[src/rtl/frx_pkg.sv]
package frx_pkg;
  typedef enum logic [1:0] {
    FR_HUNT  = 2'd0,
    FR_START = 2'd1,
    FR_DATA  = 2'd2
  } fr_state_e;
endpackage

[src/rtl/frx_line_sync.sv]
module frx_line_sync #(
  parameter int STAGES = 2
) (
  input  logic clk,
  input  logic rst_n,
  input  logic rx_in,
  output logic rx_lvl,
  output logic rx_edge,
  output logic rx_fall
);
  logic [STAGES:0] pipe_q;
  logic [STAGES:0] pipe_d;

  always_comb pipe_d = {pipe_q[STAGES-1:0], rx_in};

  always_ff @(posedge clk or negedge rst_n) begin
    if (!rst_n) pipe_q <= '1;
    else        pipe_q <= pipe_d;
  end

  assign rx_lvl  = pipe_q[STAGES-1];
  assign rx_edge = pipe_q[STAGES-1] ^ pipe_q[STAGES];
  assign rx_fall = pipe_q[STAGES] & ~pipe_q[STAGES-1];
endmodule

[src/rtl/frx_idle_timer.sv]
module frx_idle_timer #(
  parameter int IDLE_TICKS = 16000
) (
  input  logic clk,
  input  logic rst_n,
  input  logic line_hi,
  output logic idle_ok
);
  localparam int CW = $clog2(IDLE_TICKS + 1);

  logic [CW-1:0] cnt_q;
  logic [CW-1:0] cnt_d;

  assign idle_ok = (cnt_q == CW'(IDLE_TICKS));

  always_comb begin
    if (!line_hi)     cnt_d = '0;
    else if (idle_ok) cnt_d = cnt_q;
    else              cnt_d = cnt_q + 1'b1;
  end

  always_ff @(posedge clk or negedge rst_n) begin
    if (!rst_n) cnt_q <= '0;
    else        cnt_q <= cnt_d;
  end

  // Quiet interval can only be reported after the line was seen high
  assert_idle_needs_high_R2: assert property (@(posedge clk) disable iff (!rst_n)
    idle_ok |-> $past(line_hi));
endmodule

[src/rtl/frx_framer.sv]
module frx_framer
  import frx_pkg::*;
#(
  parameter int BIT_TICKS = 125,
  parameter int WORDS     = 16,
  parameter int WORD_W    = 16,
  localparam int IW       = $clog2(WORDS)
) (
  input  logic              clk,
  input  logic              rst_n,
  input  logic              rx_lvl,
  input  logic              rx_edge,
  input  logic              rx_fall,
  input  logic              idle_ok,
  input  logic              hold,
  output logic              wr_en,
  output logic [IW-1:0]     wr_idx,
  output logic [WORD_W-1:0] wr_word,
  output logic              pkt_done,
  output logic              pkt_drop
);
  localparam int NBITS = WORDS * WORD_W;
  localparam int BW    = $clog2(NBITS);
  localparam int WB    = $clog2(WORD_W);
  localparam int PW    = $clog2(BIT_TICKS);
  localparam int HALF  = BIT_TICKS / 2;

  fr_state_e       st_q, st_d;
  logic [PW-1:0]   ph_q, ph_d;
  logic [BW-1:0]   bc_q, bc_d;
  logic [WORD_W-1:0] sh_q, sh_d;
  logic            dr_q, dr_d;
  logic            sample;
  logic            word_end;
  logic            last_bit;

  assign sample   = (ph_q == '0) && !rx_edge;
  assign word_end = &bc_q[WB-1:0];
  assign last_bit = (bc_q == BW'(NBITS - 1));
  assign wr_idx   = bc_q[BW-1:WB];
  assign wr_word  = {sh_q[WORD_W-2:0], rx_lvl};
  assign pkt_drop = dr_q;

  always_comb begin
    st_d     = st_q;
    bc_d     = bc_q;
    sh_d     = sh_q;
    dr_d     = dr_q;
    wr_en    = 1'b0;
    pkt_done = 1'b0;
    if (rx_edge)         ph_d = PW'(HALF - 1);
    else if (ph_q == '0) ph_d = PW'(BIT_TICKS - 1);
    else                 ph_d = ph_q - 1'b1;
    case (st_q)
      FR_HUNT: begin
        if (rx_fall && idle_ok) begin
          st_d = FR_START;
          dr_d = hold;
        end
      end
      FR_START: begin
        if (rx_edge) st_d = FR_HUNT;
        else if (sample) begin
          if (!rx_lvl) begin
            st_d = FR_DATA;
            bc_d = '0;
          end else begin
            st_d = FR_HUNT;
          end
        end
      end
      FR_DATA: begin
        if (sample) begin
          sh_d = {sh_q[WORD_W-2:0], rx_lvl};
          bc_d = bc_q + 1'b1;
          if (word_end) wr_en = !dr_q;
          if (last_bit) begin
            pkt_done = 1'b1;
            st_d     = FR_HUNT;
          end
        end
      end
      default: st_d = FR_HUNT;
    endcase
  end

  always_ff @(posedge clk or negedge rst_n) begin
    if (!rst_n) begin
      st_q <= FR_HUNT;
      ph_q <= '0;
      bc_q <= '0;
      sh_q <= '0;
      dr_q <= 1'b0;
    end else begin
      st_q <= st_d;
      ph_q <= ph_d;
      bc_q <= bc_d;
      sh_q <= sh_d;
      dr_q <= dr_d;
    end
  end

  // Entry into start confirmation only from an armed hunt
  assert_start_after_idle_R2: assert property (@(posedge clk) disable iff (!rst_n)
    (st_q == FR_START && $past(st_q) == FR_HUNT) |-> $past(idle_ok));
  // A transition during start confirmation abandons the frame
  assert_glitch_abort_R3: assert property (@(posedge clk) disable iff (!rst_n)
    (st_q == FR_START && rx_edge) |=> (st_q == FR_HUNT));
  // Buffer writes only happen while collecting data
  assert_write_in_data_R4: assert property (@(posedge clk) disable iff (!rst_n)
    wr_en |-> (st_q == FR_DATA));
endmodule

[src/rtl/frx_buffer.sv]
module frx_buffer #(
  parameter int WORDS  = 16,
  parameter int WORD_W = 16,
  localparam int IW    = $clog2(WORDS)
) (
  input  logic              clk,
  input  logic              wr_en,
  input  logic [IW-1:0]     wr_idx,
  input  logic [WORD_W-1:0] wr_word,
  input  logic [IW-1:0]     rd_idx,
  output logic [WORD_W-1:0] rd_word
);
  logic [WORD_W-1:0] mem_q [WORDS];

  for (genvar g = 0; g < WORDS; g++) begin : g_word
    always_ff @(posedge clk) begin
      if (wr_en && (wr_idx == IW'(g))) mem_q[g] <= wr_word;
    end
  end

  assign rd_word = mem_q[rd_idx];
endmodule

[src/rtl/frame_rx.sv]
module frame_rx #(
  parameter int BIT_TICKS   = 125,
  parameter int IDLE_TICKS  = 16000,
  parameter int SYNC_STAGES = 2,
  parameter int WORDS       = 16,
  parameter int WORD_W      = 16,
  localparam int AW         = $clog2(WORDS)
) (
  input  logic              clk,
  input  logic              rst_n,
  input  logic              rx_line,
  input  logic              ack,
  input  logic [AW-1:0]     rd_addr,
  output logic [WORD_W-1:0] rd_data,
  output logic              pkt_ready,
  output logic              overrun
);
  logic [1:0]        rst_pipe;
  logic              rst_s_n;
  logic              rx_lvl, rx_edge, rx_fall, idle_ok;
  logic              wr_en, pkt_done, pkt_drop;
  logic [AW-1:0]     wr_idx;
  logic [WORD_W-1:0] wr_word;
  logic              rdy_d, ovr_d;

  always_ff @(posedge clk or negedge rst_n) begin
    if (!rst_n) rst_pipe <= '0;
    else        rst_pipe <= {rst_pipe[0], 1'b1};
  end
  assign rst_s_n = rst_pipe[1];

  frx_line_sync #(.STAGES(SYNC_STAGES)) u_sync (
    .clk(clk), .rst_n(rst_s_n), .rx_in(rx_line),
    .rx_lvl(rx_lvl), .rx_edge(rx_edge), .rx_fall(rx_fall));

  frx_idle_timer #(.IDLE_TICKS(IDLE_TICKS)) u_idle (
    .clk(clk), .rst_n(rst_s_n), .line_hi(rx_lvl), .idle_ok(idle_ok));

  frx_framer #(.BIT_TICKS(BIT_TICKS), .WORDS(WORDS), .WORD_W(WORD_W)) u_framer (
    .clk(clk), .rst_n(rst_s_n), .rx_lvl(rx_lvl), .rx_edge(rx_edge),
    .rx_fall(rx_fall), .idle_ok(idle_ok), .hold(pkt_ready),
    .wr_en(wr_en), .wr_idx(wr_idx), .wr_word(wr_word),
    .pkt_done(pkt_done), .pkt_drop(pkt_drop));

  frx_buffer #(.WORDS(WORDS), .WORD_W(WORD_W)) u_buf (
    .clk(clk), .wr_en(wr_en), .wr_idx(wr_idx), .wr_word(wr_word),
    .rd_idx(rd_addr), .rd_word(rd_data));

  always_comb begin
    rdy_d = pkt_ready;
    ovr_d = overrun;
    if (ack) begin
      rdy_d = 1'b0;
      ovr_d = 1'b0;
    end
    if (pkt_done && !pkt_drop) rdy_d = 1'b1;
    if (pkt_done && pkt_drop)  ovr_d = 1'b1;
  end

  always_ff @(posedge clk or negedge rst_s_n) begin
    if (!rst_s_n) begin
      pkt_ready <= 1'b0;
      overrun   <= 1'b0;
    end else begin
      pkt_ready <= rdy_d;
      overrun   <= ovr_d;
    end
  end

  // Ready persists until acknowledged
  assert_ready_hold_R5: assert property (@(posedge clk) disable iff (!rst_s_n)
    (pkt_ready && !ack) |=> pkt_ready);
  // Held buffer is never written
  assert_buffer_frozen_R6: assert property (@(posedge clk) disable iff (!rst_s_n)
    pkt_ready |-> !wr_en);
  // Overrun appears only while a packet is already held
  assert_overrun_when_held_R6: assert property (@(posedge clk) disable iff (!rst_s_n)
    $rose(overrun) |-> pkt_ready);
endmodule

[config.mk]
export PLATFORM = sky130hd
export DESIGN_NAME = frame_rx
export DESIGN_NICKNAME = d
export VERILOG_FILES = /design/src/rtl/frx_pkg.sv /design/src/rtl/frx_line_sync.sv /design/src/rtl/frx_idle_timer.sv /design/src/rtl/frx_framer.sv /design/src/rtl/frx_buffer.sv /design/src/rtl/frame_rx.sv
export SDC_FILE = /design/constraint.sdc
export NUM_CORES = 1
export LEC_CHECK = 0
export ABC_CLOCK_PERIOD_IN_PS = 3750
export BUFFER_PORTS_ARGS = -buffer_cell sky130_fd_sc_hd__buf_2
export CAP_MARGIN = 15
export CORE_MARGIN = 2
export CORE_UTILIZATION = 35
export DETAILED_ROUTE_END_ITERATION = 10
export PLACE_DENSITY = 0.56
export SYNTH_ARGS = -nofsm -noshare
export SYNTH_HDL_FRONTEND = slang
export SYNTH_SLANG_ARGS = --single-unit
[constraint.sdc]
create_clock -name clk -period 3.75 [get_ports clk]
set_clock_uncertainty 0.05 [all_clocks]
set_input_delay 0.75 -clock clk [delete_from_list [all_inputs] [get_ports clk]]
set_output_delay 0.75 -clock clk [all_outputs]
set_load 0.03 [all_outputs]
==> summary.txt <==
Run status
  – Status: finished clean

Drt
  – DR pass1 iterations: 5
  – DR vias/cell: 5.17
  – Antenna Violating Nets Remaining: 0
  – Via Count: 6,102
  – Routed WL: 25,900 um
  – Drt wl/cell: 22.0 um
  – DR iter-0 viols: 376
  – Remaining DRCs: 0

Synthesis
  – Syn Inst Count: 643
  – Top cells by count, synth: 256 x edfxtp_1, 64 x mux4_2, 51 x dfrtp_1
  – Largest cells by area after synthesis: edfxtp_1 63%, mux4_2 12%, dfrtp_1 10%, a22oi_1 2.0%, mux2_2 1.4%
  – Synth async-reset ratio: 17.4%
  – EDFF count, synth: 256
  – Syn Std Cell Area: 12,200 um^2
  – Most frequent cell after synthesis: edfxtp_1
  – Sequential-to-total area share from yosys stat: 74.3%
  – Post-synth cell types: 45
  – Mean Syn Cell Area: 18.9 um^2
  – Synth area leader: edfxtp_1
  – #FFs+latches synth: 310
  – Synth top area share: 63.2%
  – Primary FF master, synth: edfxtp_1
  – Syn Nets: 658
  – Yosys warns: 0

GRT
  – Pin count of the biggest net entering global routing: 65
  – Total track usage: 14.7%
  – Aggregate global routing overflow: 0
  – First-pass GRT wire length: 39,500 um
  – Initial antenna violation count: 0
  – Vias in the first global route: 6,454

Die
  – Core area: 34,400 um^2
  – Initial Utilization: 35.4%
  – Width of the chip: 190 um
  – Die area: 36,300 um^2
  – # IOs: 26
  – Die Y-Extent: 190 um
  – FP Rows: 68

Timing
  – Worst-margin pin slew: 0.724 ns
  – Period utilization: 85.4%
  – Final Hold Fails: 0
  – RSZ-0062 raised after global routing: false
  – F_max: 312 MHz
  – Worst slew margin: 51.7%
  – Setup TNS: 0 ns
  – Minimum clock period: 3.20 ns
  – Setup violators final: 0
  – Max-slew violation count: 0

Critical path
  – Crit path from: u_sync.pipe_q[1]
  – Critical-path top delay cell: dfstp_2
  – CP Data Arrival Time: 3.31 ns
  – Worst path cell trace: inv_1, ha_1, nor3b_1, nor3b_1, nand3_1, nor3_2, buf_4
  – Start-to-end type of the worst setup path: reg -> reg
  – Crit Path Max Fanout: 19
  – Largest stage delay on the critical path: 0.72 ns
  – CP top delay family: simple AND/OR/NAND/NOR gates
  – Most used cell, CP: nor3b_1
  – Crit path required time: 3.86 ns
  – CP endpoint kind: register
  – Buf/Inv on CP: 2
  – Startpoint Class: register
  – FF-to-FF Start: u_sync.pipe_q[1]

Placed design
  – Placer Congestion: 0.768
  – Input/output buffers: 25
  – Final HPWL DP: 14,200 um

Pwr
  – Sequential Power Share: 51.9%
  – Clock power share: 44.6%
  – PD cells: 507 nW/um^2
  – P_leak: 4.19 nW
  – Worst VDD drop: 0.000226 V
  – P_sw: 0.00144 W
  – Internal Power: 0.00572 W
  – Combinational power share: 3.5%
  – Switching Fraction: 20.1%

CTS
  – Maximum clock insertion buffer count: 3
  – Clk_lat worst skew: 0.50 ns
  – Post-CTS Hold Buffers: 1
  – Postcts setup bufs: 0
  – # H-tree levels: 2
  – Root Driver: clkbuf_16
  – Post_cts resized: 0
  – CTS tree: yes
  – Clk slew on worst S/H paths: 0.06 ns
  – Total clock sinks: 310
  – TritonCTS Buffers: 34

Min path
  – Hold path startpoint: rst_pipe[0]
  – Hold Path Class: reg -> reg

Layout
  – # diodes: 0
  – End-of-flow core utilization: 41.0%
  – Layout cells sized above 1: 27.7%
  – Area grow syn2layout: 15.9%
  – Layout net count: 716

Flow run
  – Max_cap viols: 0
[stage by stage]
stage	total power [W]	hold WS (ns)	cells	setup WS [ns]	instance area (um^2)
4_1_cts	0.00723	0.295	1181	0.545	14100
2_1_floorplan	0.00395	0.281	643	0.0325	12200
5_1_grt	0.00740	0.284	1181	0.204	14100
6_report	0.00716	0.297	1181	0.549	14100
3_5_place_dp	0.00404	0.286	1119	0.621	13000
3_3_place_gp	0.00403	0.290	1119	0.657	13000
[worst paths after layout]
check	endpoint	slack, ns	cells after the start
worst max register to register	u_buf.mem_q[0][8]	0.55	7
worst min register to register	rst_pipe[1]	0.30	0
max in group asynchronous	u_framer.st_q[1]	2.80	1
worst min-delay path	rst_pipe[1]	0.30	0
min in group asynchronous	u_framer.sh_q[3]	0.37	1
worst max-delay path	u_buf.mem_q[0][8]	0.55	7
[routing by layer]
layer | up-vias | track usage [%] | routed length [um]
met2 | 123 | 25.4 | 13300
li1 | 2688 | - | -
met3 | 35 | 2.41 | 1110
met1 | 3256 | 19.3 | 11200
met5 | - | 0 | 0
met4 | 0 | 3.67 | 413
[worst reg2reg max path, delay by kind of cell, from the launching register on]
family / cells / cell delay, ns
buf+inv: 2 / 0.44
fa+ha+maj: 1 / 0.37
flops: 1 / 0.72
simple gates: 4 / 1.28
[layout make-up]
| class | count | area, um^2 |
|---|---|---|
| Clock buffer | 54 | 1020 |
| Inverter | 10 | 37.5 |
| Multi-Input combinational cell | 293 | 3010 |
| Clock inverter | 7 | 61.3 |
| Sequential cell | 310 | 9040 |
| Timing Repair Buffer | 52 | 370 |
| Tap cell | 455 | 569 |
| Fill cell | 3056 | 20300 |
[power by group through the flow]
stage | logic [W] | clock network [W] | registers (W)
after detailed placement | 0.000254 | 0 | 0.00379
after global placement | 0.000248 | 0 | 0.00378
after CTS | 0.000256 | 0.00326 | 0.00372
after global routing | 0.000274 | 0.00341 | 0.00372
final | 0.000250 | 0.00319 | 0.00372
after floorplan | 0.000164 | 0 | 0.00379
[placed cells by master, fill, tap and decap left out, drive strengths merged, types with 5 or more instances in the layout]
master,n
inv,11
nor3,5
clkinv,5
xor2,14
edfxtp,256
and3,5
nand3,11
a22oi,33
nor2,38
ha,7
nand2,29
o21ai,8
clkbuf,54
mux4,64
buf,51
a21oi,5
nand4,12
dfrtp,51
nor2b,7
mux2,15
[sequential cells by signal, indices dropped and copies added (netlist names)]
register,cells
overrun,1
pkt_ready,1
rst_pipe,2
u_buf.mem_q,256
u_framer.bc_q,8
u_framer.ph_q,7
u_framer.pkt_drop,1
u_framer.sh_q,15
u_framer.st_q,2
u_idle.cnt_q,14
u_sync.pipe_q,3
[logic make-up (layout without fill, tap and decap cells)]
kind of cell / count (synthesis) / after routing / share of synthesized area (%)
AO/OA/AOI/OAI: 56 / 56 / 3.27
adder cells (fa/ha/maj): 7 / 7 / 0.720
AND/OR/NAND/NOR: 131 / 131 / 5.68
flip-flops: 310 / 310 / 74.3
buffers and inverters: 40 / 123 / 1.40
multiplexers: 80 / 80 / 13.3
XOR/XNOR: 18 / 18 / 1.30
other: 1 / 1 / 0.0308
(Power assumes the default switching activity.)
